--- src/rtl/skf_pkg.sv ---
package skf_pkg;

  // Controller phases: idle, drive the midpoint address, judge the read word.
  typedef enum logic [1:0] {
    ST_IDLE  = 2'd0,
    ST_ISSUE = 2'd1,
    ST_JUDGE = 2'd2
  } skf_state_e;

  // Relation of the probed table word to the query.
  typedef enum logic [1:0] {
    REL_BELOW = 2'd0,
    REL_EQUAL = 2'd1,
    REL_ABOVE = 2'd2
  } skf_rel_e;

endpackage

--- src/rtl/skf_rom.sv ---
// Read-only key table with a registered single-port read.
// Contents are a build-time arithmetic progression, so no file is needed.
module skf_rom #(
  parameter int              DEPTH    = 3872,
  parameter int              KEY_W    = 32,
  parameter int              AW       = 12,
  parameter logic [KEY_W-1:0] KEY_BASE = 32'h7FFF_F000,
  parameter logic [KEY_W-1:0] KEY_STEP = 32'd16
) (
  input  logic             clk,
  input  logic             rd_en,
  input  logic [AW-1:0]    rd_addr,
  output logic [KEY_W-1:0] rd_data
);

  function automatic logic [KEY_W-1:0] entry_of(input logic [AW-1:0] pos);
    logic [KEY_W-1:0] wide_pos;
    wide_pos = KEY_W'(pos);
    return KEY_BASE + KEY_STEP * wide_pos;
  endfunction

  // One location per cycle, data valid the cycle after the address.
  always_ff @(posedge clk) begin
    if (rd_en) begin
      rd_data <= entry_of(rd_addr);
    end
  end

endmodule

--- src/rtl/skf_bounds.sv ---
// Low/high search bounds held one bit wider and signed, so that
// "midpoint minus one" at position zero becomes -1 instead of wrapping.
module skf_bounds #(
  parameter int DEPTH = 3872,
  parameter int AW    = 12
) (
  input  logic          clk,
  input  logic          rst_n,
  input  logic          init,
  input  logic          raise_lo,
  input  logic          drop_hi,
  output logic [AW-1:0] mid_o,
  output logic          crossed_o
);

  localparam int BW = AW + 1;
  localparam logic signed [BW-1:0] LAST = BW'(DEPTH - 1);
  localparam logic signed [BW-1:0] ONE  = BW'(1);

  logic signed [BW-1:0] lo_q, hi_q, lo_d, hi_d;
  logic signed [BW:0]   sum;
  logic signed [BW-1:0] mid_ext;
  logic [1:0]           unused_bits;

  assign sum         = {lo_q[BW-1], lo_q} + {hi_q[BW-1], hi_q};
  assign mid_ext     = sum[BW:1];
  assign mid_o       = mid_ext[AW-1:0];
  assign unused_bits = {sum[0], mid_ext[BW-1]};
  assign crossed_o   = (lo_q > hi_q);

  always_comb begin
    lo_d = lo_q;
    hi_d = hi_q;
    if (init) begin
      lo_d = '0;
      hi_d = LAST;
    end else begin
      if (raise_lo) lo_d = mid_ext + ONE;
      if (drop_hi)  hi_d = mid_ext - ONE;
    end
  end

  always_ff @(posedge clk or negedge rst_n) begin
    if (!rst_n) begin
      lo_q <= '0;
      hi_q <= LAST;
    end else begin
      lo_q <= lo_d;
      hi_q <= hi_d;
    end
  end

endmodule

--- src/rtl/skf_fsm.sv ---
// Search sequencer: alternates issue and judge phases, one table read per probe.
module skf_fsm
  import skf_pkg::*;
(
  input  logic     clk,
  input  logic     rst_n,
  input  logic     start,
  input  logic     crossed,
  input  skf_rel_e rel,
  output logic     busy,
  output logic     capture,
  output logic     init,
  output logic     rd_en,
  output logic     raise_lo,
  output logic     drop_hi,
  output logic     finish,
  output logic     hit
);

  skf_state_e state_q, state_d;

  always_comb begin
    state_d  = state_q;
    capture  = 1'b0;
    init     = 1'b0;
    rd_en    = 1'b0;
    raise_lo = 1'b0;
    drop_hi  = 1'b0;
    finish   = 1'b0;
    hit      = 1'b0;
    unique case (state_q)
      ST_IDLE: begin
        if (start) begin
          capture = 1'b1;
          init    = 1'b1;
          state_d = ST_ISSUE;
        end
      end
      ST_ISSUE: begin
        if (crossed) begin
          finish  = 1'b1;
          state_d = ST_IDLE;
        end else begin
          rd_en   = 1'b1;
          state_d = ST_JUDGE;
        end
      end
      ST_JUDGE: begin
        unique case (rel)
          REL_EQUAL: begin
            finish  = 1'b1;
            hit     = 1'b1;
            state_d = ST_IDLE;
          end
          REL_BELOW: begin
            raise_lo = 1'b1;
            state_d  = ST_ISSUE;
          end
          default: begin
            drop_hi = 1'b1;
            state_d = ST_ISSUE;
          end
        endcase
      end
      default: state_d = ST_IDLE;
    endcase
  end

  assign busy = (state_q != ST_IDLE);

  always_ff @(posedge clk or negedge rst_n) begin
    if (!rst_n) state_q <= ST_IDLE;
    else        state_q <= state_d;
  end

endmodule

--- src/rtl/sorted_key_finder.sv ---
module sorted_key_finder
  import skf_pkg::*;
#(
  parameter int               DEPTH    = 3872,
  parameter int               KEY_W    = 32,
  parameter int               AW       = $clog2(DEPTH),
  parameter logic [KEY_W-1:0] KEY_BASE = 32'h7FFF_F000,
  parameter logic [KEY_W-1:0] KEY_STEP = 32'd16
) (
  input  logic             clk,
  input  logic             rst_n,
  input  logic             start_i,
  input  logic [KEY_W-1:0] query_i,
  output logic             busy_o,
  output logic             done_o,
  output logic             found_o,
  output logic [AW-1:0]    index_o
);

  localparam int SYNC_STAGES = 2;

  // Reset: asserted asynchronously, released on the clock.
  logic [SYNC_STAGES-1:0] rst_sync_q;
  logic                   rst_n_int;

  always_ff @(posedge clk or negedge rst_n) begin
    if (!rst_n) rst_sync_q <= '0;
    else        rst_sync_q <= {rst_sync_q[SYNC_STAGES-2:0], 1'b1};
  end
  assign rst_n_int = rst_sync_q[SYNC_STAGES-1];

  logic             capture, init, rd_en, raise_lo, drop_hi, finish, hit;
  logic             crossed;
  logic [AW-1:0]    mid;
  logic [KEY_W-1:0] query_q, rd_data;
  skf_rel_e         rel;

  skf_fsm u_fsm (
    .clk      (clk),
    .rst_n    (rst_n_int),
    .start    (start_i),
    .crossed  (crossed),
    .rel      (rel),
    .busy     (busy_o),
    .capture  (capture),
    .init     (init),
    .rd_en    (rd_en),
    .raise_lo (raise_lo),
    .drop_hi  (drop_hi),
    .finish   (finish),
    .hit      (hit)
  );

  skf_bounds #(.DEPTH(DEPTH), .AW(AW)) u_bounds (
    .clk       (clk),
    .rst_n     (rst_n_int),
    .init      (init),
    .raise_lo  (raise_lo),
    .drop_hi   (drop_hi),
    .mid_o     (mid),
    .crossed_o (crossed)
  );

  skf_rom #(
    .DEPTH(DEPTH), .KEY_W(KEY_W), .AW(AW),
    .KEY_BASE(KEY_BASE), .KEY_STEP(KEY_STEP)
  ) u_rom (
    .clk     (clk),
    .rd_en   (rd_en),
    .rd_addr (mid),
    .rd_data (rd_data)
  );

  // Query register, loaded only by an accepted start.
  always_ff @(posedge clk or negedge rst_n_int) begin
    if (!rst_n_int)   query_q <= '0;
    else if (capture) query_q <= query_i;
  end

  // Unsigned ordering of the probed word against the query.
  always_comb begin
    if (rd_data < query_q)      rel = REL_BELOW;
    else if (rd_data > query_q) rel = REL_ABOVE;
    else                        rel = REL_EQUAL;
  end

  // Result registers: updated only when a search ends.
  always_ff @(posedge clk or negedge rst_n_int) begin
    if (!rst_n_int) begin
      done_o  <= 1'b0;
      found_o <= 1'b0;
      index_o <= '1;
    end else begin
      done_o <= finish;
      if (finish) begin
        found_o <= hit;
        index_o <= hit ? mid : '1;
      end
    end
  end

endmodule

--- config.mk ---
export PLATFORM = sky130hd
export DESIGN_NAME = sorted_key_finder
export DESIGN_NICKNAME = d
export VERILOG_FILES = /design/src/rtl/skf_pkg.sv /design/src/rtl/skf_rom.sv /design/src/rtl/skf_bounds.sv /design/src/rtl/skf_fsm.sv /design/src/rtl/sorted_key_finder.sv
export SDC_FILE = /design/constraint.sdc
export NUM_CORES = 1
export LEC_CHECK = 0
export ABC_AREA = 1
export BUFFER_PORTS_ARGS = -buffer_cell sky130_fd_sc_hd__buf_2
export CAP_MARGIN = 20
export CORE_MARGIN = 2
export CORE_UTILIZATION = 48
export CTS_CLUSTER_SIZE = 24
export DETAILED_ROUTE_END_ITERATION = 10
export MAX_ROUTING_LAYER = met4
export PLACE_DENSITY = 0.76
export SETUP_SLACK_MARGIN = 0.02
export SLEW_MARGIN = 5
export SYNTH_ARGS = -nofsm -noshare
export SYNTH_HDL_FRONTEND = slang
export SYNTH_SLANG_ARGS = --single-unit
--- constraint.sdc ---
create_clock -name clk -period 2.5 [get_ports clk]
set_input_delay 0.75 -clock clk [delete_from_list [all_inputs] [get_ports clk]]
set_output_delay 0.75 -clock clk [all_outputs]
set_load 0.01 [all_outputs]
==> impl_metrics.env, run 1 <==
export IMPL_outcome="complete, but fails checks"
export IMPL_violations="setup timing"
export IMPL_ir_drop_uv=807
export IMPL_row_count=41
export IMPL_drtIter0Drc=528
export IMPL_dp_slack_ps=-98.9
export IMPL_fin_skew_ps=8.85
export IMPL_cp_arrival_ps=2840
export IMPL_root_buffer="clkbuf_16"
export IMPL_worst_pin_slew_ps=744
export IMPL_async_flop_share=0.826
export IMPL_tritoncts="yes"
export IMPL_p_leak_nw=3.92
export IMPL_place_congestion=0.991
export IMPL_grt_usage=0.237
export IMPL_drt_total_wl_mm=17.1
export IMPL_slew_viol_final=0
export IMPL_io_pins=50
export IMPL_syn_cell_area_um2=6090
export IMPL_initial_core_util=0.487
export IMPL_syn_inst=766
export IMPL_design_die_area_um2=13600
export IMPL_yosysWarnings=0
export IMPL_synth_cell_types=47
export IMPL_cts_sinks=92
export IMPL_yosysMostFrequentCell="nand2_1"
export IMPL_maxCapViolCount=0
export IMPL_post_route_min_period_ps=2540
export IMPL_min_path_type="in -> async"
export IMPL_setup_slack_ps=-40.3
export IMPL_critPathLaunchType="register"
export IMPL_clock_latency_ps=360
export IMPL_layout_drive_gt1_share=0.353
export IMPL_diodes=0
export IMPL_clk_path_buf_depth=2
export IMPL_ant_nets=0
export IMPL_grt_pass1_wl_mm=24.0
export IMPL_finalCritPeriodShare=1.02
export IMPL_synthesis_nets=863
export IMPL_coreArea_um2=12500
export IMPL_power_total_mw=12.0
export IMPL_antenna_found_initial=0
export IMPL_grt_max_degree=43
export IMPL_relSlewSlack=0.504
export IMPL_cts_clk_slew_worst_paths_ps=70
export IMPL_power_density_nw_per_um2=1510
export IMPL_yosys_area_top_type="dfrtp_1"
export IMPL_port_buffers=49
export IMPL_fmax_mhz=394
export IMPL_vias=5694
export IMPL_htree_num_levels=3
export IMPL_critPathKind="reg -> reg"
export IMPL_yosysTopAreaCellShare=0.226
export IMPL_synthFlopType="dfrtp_1"
export IMPL_timing_final_hold_violations=0
export IMPL_rsz0062_at_grt="yes"
export IMPL_ys_ff_latch=92
export IMPL_end_kind="register"
export IMPL_finalCoreUtilization=0.634
export IMPL_nNetsFinal=974
export IMPL_drc=0
export IMPL_synth_common_cells="nand2_1, inv_1, ha_1, nand3_1, dfrtp_1"
export IMPL_synthTopCellsByArea="dfrtp_1, nand2_1, ha_1"
export IMPL_cp_max_fo=4
export IMPL_area_growth_pct=30.2
export IMPL_die_x_um=117
export IMPL_grt_pass1_vias=5097
export IMPL_dpl_hpwl_mm=11.2
export IMPL_vias_per_cell=5.40
export IMPL_dieHeight_um=117
export IMPL_cts_buffers=9
export IMPL_synth_avg_cell_area_um2=7.96
export IMPL_required_ps=2800
export IMPL_ys_seq_area_frac=0.395
export IMPL_gr_total_overflow=0
export IMPL_synth_edf_count=16
export IMPL_finalSetupViolCount=9
export IMPL_wl_per_cell_um=16.2
export IMPL_firstDrtPassIters=5
-- power by group --
group | switching (mW) | internal, mW | total, mW | leakage (nW)
registers | 0.336 | 2.29 | 2.63 | 1.07
logic | 4.80 | 3.09 | 7.89 | 2.70
clock network | 0.615 | 0.878 | 1.49 | 0.154
total | 5.75 | 6.26 | 12.0 | 3.92
-- path summary, 6_finish.rpt --
check                                                 to  slack [ps]  depth (start not counted)                          from
max                        u_bounds.hi_q[10]$_DFFE_PN1P_         -40                         15  u_bounds.hi_q[0]$_DFFE_PN1P_
min                              rst_sync_q[1]$_DFF_PN0_         170                          1                         rst_n
max reg2reg                u_bounds.hi_q[10]$_DFFE_PN1P_         -40                         15  u_bounds.hi_q[0]$_DFFE_PN1P_
min reg2reg                       query_q[4]$_DFFE_PN0P_         340                          0       rst_sync_q[1]$_DFF_PN0_
max in group asynchronous         index_o[0]$_DFFE_PN1P_        1420                          1       rst_sync_q[1]$_DFF_PN0_
min in group clk                 rst_sync_q[1]$_DFF_PN0_         350                          0       rst_sync_q[0]$_DFF_PN0_
-- cell families after synthesis --
kind of cell    share of synthesized area
buf+inv                            0.0762
other cells                      0.000615
flops                               0.395
simple gates                        0.302
compound gates                     0.0846
fa+ha+maj                           0.129
xor+xnor                           0.0129
-- cell usage in the layout (no fill, tap or decap), types with 12 or more instances in the layout --
cell type and count:
dfstp_2 21, inv_1 78, inv_2 24, nand3_1 43, buf_4 52, nand2_4 26, nor2_2 12, dfrtp_1 54
nand2_1 183, a21oi_1 27, edfxtp_1 16, nor2_1 35, ha_1 49, nand3_2 13, nand2_2 40, o21ai_0 35
buf_2 49
-- per-layer routing --
| layer | vias to the layer above | GRT usage | part of all wire |
|---|---|---|---|
| met1 | 2653 | 0.294 | 0.41 |
| li1 | 2695 | - | - |
| met4 | 0 | 0.103 | 0.042 |
| met2 | 264 | 0.370 | 0.47 |
| met5 | - | - | 0 |
| met3 | 82 | 0.0560 | 0.072 |
-- area by class of cell --
cell class / count / area, µm²
Inverter: 106 / 403
Clock buffer: 10 / 229
Timing Repair Buffer: 111 / 806
Fill cell: 992 / 4580
Clock inverter: 6 / 87.6
Sequential cell: 92 / 2410
Multi-Input combinational cell: 557 / 3780
Tap cell: 172 / 215
-- stage by stage --
step           cells  hold WS [ps]  cell area (µm²)  TNS (ps)
2_1_floorplan    766           331             6090         0
3_3_place_gp    1015           335             6840     -15.5
3_5_place_dp    1015           346             6840      -295
4_1_cts         1032           163             7200     -20.3
5_1_grt         1054           163             7940     -1560
6_report        1054           165             7940      -171
-- worst max-delay path, stage by stage (launching register included) --
cell and delay [ps]:
dfstp_2 560, ha_4 140, inv_2 40, fa_2 390, nand2_2 100, inv_2 40, nor2_4 170, inv_2 80
ha_1 260, nand3_4 150, inv_2 60, nand2_1 120, nor2_1 70, nor2_1 110, nor2_1 70, nor2_1 110
-- repair_timing --
action                     in CTS  in global routing
resized for setup              10                134
pin swaps                       3                 48
cloned                          0                  2
buffers inserted                1                 20
hold buffers                    0                  0
setup endpoints to repair      15                 56
-- registers in the layout, summed over array words and instances, names as in the netlist --
name           flops
done_o             1
found_o            1
index_o           12
query_q           32
rst_sync_q         2
u_bounds.hi_q     13
u_bounds.lo_q     13
u_fsm.state_q      2
u_rom.rd_data     16
Power figures use the tool's default switching activity.
==> run 2, diff against run 1 <==
CTS_BUF_LIST = sky130_fd_sc_hd__clkbuf_8 sky130_fd_sc_hd__clkbuf_16   (was default)
clock period = 2.7 ns   (was 2.5 ns; I/O delays follow)
==> impl_metrics.env, run 2 (synthesis results as in run 1) <==
export IMPL_outcome="finished, final reports clean"
export IMPL_place_area_um2=6650
export IMPL_drtIter0Drc=433
export IMPL_dp_cells=994
export IMPL_min_path_type="in -> async"
export IMPL_worst_pin_slew_ps=737
export IMPL_port_buffers=49
export IMPL_dp_slack_ps=41.0
export IMPL_required_ps=2990
export IMPL_clock_latency_ps=350
export IMPL_maxCapViolCount=0
export IMPL_fmax_mhz=386
export IMPL_wl_per_cell_um=14.4
export IMPL_gr_total_overflow=0
export IMPL_grt_max_degree=47
export IMPL_end_kind="register"
export IMPL_root_buffer="clkbuf_16"
export IMPL_stdcell_area_um2=7140
export IMPL_design_die_area_um2=13600
export IMPL_final_instance_count_excl_fill=1016
export IMPL_initial_core_util=0.487
export IMPL_drc=0
export IMPL_layout_common_cells="nand2_1, inv_1, ha_1, dfrtp_1, nand3_1"
export IMPL_cp_arrival_ps=2880
export IMPL_setup_slack_ps=112
export IMPL_cts_clk_slew_worst_paths_ps=70
export IMPL_io_pins=50
export IMPL_nNetsFinal=936
export IMPL_coreArea_um2=12500
export IMPL_largest_reg_flops=32
export IMPL_antenna_found_initial=0
export IMPL_grt_usage=0.226
export IMPL_cts_sinks=92
export IMPL_layout_commonest_cell="nand2_1"
export IMPL_cp_max_fo=5
export IMPL_drt_total_wl_mm=14.7
export IMPL_fin_skew_ps=6.51
export IMPL_finalSetupViolCount=0
export IMPL_ir_drop_uv=703
export IMPL_worstPathCellList="inv_1, ha_1, inv_1, nand2_1, nand2_2, nand3_1, nand2_2, buf_4, nand3_2, nor2_4, nand4_2, o21ai_0, nand3b_1, nand2_1"
export IMPL_largest_register="query_q"
export IMPL_grt_pass1_wl_mm=23.1
export IMPL_critPathLaunchType="register"
export IMPL_layout_drive_gt1_share=0.250
export IMPL_clk_path_buf_depth=2
export IMPL_layout_top_registers="query_q: 32 flops, u_rom.rd_data: 16 flops"
export IMPL_area_growth_pct=17.2
export IMPL_finalCoreUtilization=0.571
export IMPL_cts_hold_buffers=0
export IMPL_post_route_min_period_ps=2590
export IMPL_firstDrtPassIters=5
export IMPL_cp_num_buf_inv=3
export IMPL_grt_pass1_vias=4789
export IMPL_dpl_hpwl_mm=10.8
export IMPL_diodes=0
export IMPL_max_stage_delay_ps=540
export IMPL_tritoncts="yes"
export IMPL_htree_num_levels=3
export IMPL_ant_nets=0
export IMPL_slew_viol_final=0
export IMPL_dieHeight_um=117
export IMPL_critical_path_top_delay_family="simple AND/OR/NAND/NOR gates"
export IMPL_timing_final_hold_violations=0
export IMPL_p_leak_nw=3.64
export IMPL_vias=5183
export IMPL_relSlewSlack=0.509
export IMPL_power_density_nw_per_um2=1280
export IMPL_critPathKind="reg -> reg"
export IMPL_finalCritPeriodShare=0.959
export IMPL_vias_per_cell=5.10
export IMPL_row_count=41
export IMPL_slowest_stage="dfstp_2"
export IMPL_place_congestion=0.951
export IMPL_die_x_um=117
export IMPL_cts_buffers=9
run 2: cell count changes in the layout (fill, tap and decap cells not counted), moves of 6 or more:
cell / previous run / this run
inv_1: 78 / 88
nand2_2: 40 / 32
inv_2: 24 / 16
nand2_4: 26 / 8
buf_4: 52 / 24
nand3_2: 13 / 7
nand2_1: 183 / 209
ha_1: 49 / 56
nand3_1: 43 / 53
ha_4: 10 / 1
run 2: cell type report:
type,instances,area [µm²]
timing repair buffer,74,445
inverter,106,398
clock buffer,14,317
multi-input combinational,556,3340
sequential,92,2410
tap,172,215
fill,1123,5370
clock inverter,2,17.5
run 2: worst reg2reg max path, stage by stage (launching register included):
cell	delay, ps
dfstp_2	540
inv_1	80
ha_1	310
inv_1	100
nand2_1	90
nand2_2	140
nand3_1	150
nand2_2	170
buf_4	160
nand3_2	120
nor2_4	140
nand4_2	130
o21ai_0	240
nand3b_1	110
nand2_1	70
run 2: metrics by stage:
step / hold WS (ps) / power, mW / TNS (ps)
4_1_cts: 231 / 8.81 / 0
3_3_place_gp: 335 / 7.27 / 0
6_report: 236 / 9.14 / 0
3_5_place_dp: 336 / 7.38 / 0
2_1_floorplan: 331 / 5.99 / 0
5_1_grt: 236 / 9.86 / -42.0
run 2: per-layer routing:
| metal | share of wire | track usage | vias up | routed length, µm |
|---|---|---|---|---|
| met3 | 0.054 | 0.0358 | 28 | 791 |
| met1 | 0.46 | 0.297 | 2379 | 6730 |
| met5 | 0 | - | - | 0 |
| li1 | - | - | 2607 | - |
| met2 | 0.46 | 0.350 | 169 | 6800 |
| met4 | 0.022 | 0.0886 | 0 | 329 |
run 2: report_power, final:
group	internal, mW	switching, mW	leakage, nW
sequential	2.12	0.296	1.07
clock	0.820	0.547	0.168
combinational	1.82	3.54	2.41
run 2: final timing paths:
path                                               from                      endpoint  slack, ps  cells after the start
max in group asynchronous       rst_sync_q[1]$_DFF_PN0_       index_o[10]$_DFFE_PN1P_       1610                      1
hold / removal                                    rst_n       rst_sync_q[0]$_DFF_PN0_        240                      1
hold reg to reg                 rst_sync_q[1]$_DFF_PN0_        query_q[6]$_DFFE_PN0P_        340                      0
setup reg to reg           u_bounds.hi_q[1]$_DFFE_PN1P_  u_bounds.lo_q[9]$_DFFE_PN0P_        110                     14
setup / recovery           u_bounds.hi_q[1]$_DFFE_PN1P_  u_bounds.lo_q[9]$_DFFE_PN0P_        110                     14
min in group clk                rst_sync_q[0]$_DFF_PN0_       rst_sync_q[1]$_DFF_PN0_        350                      0
run 2: what timing repair did:
item / CTS / global route
setup endpoints to repair: 2 / 33
resized for setup: 2 / 33
pin swaps: 0 / 10
setup buffers: 0 / 6
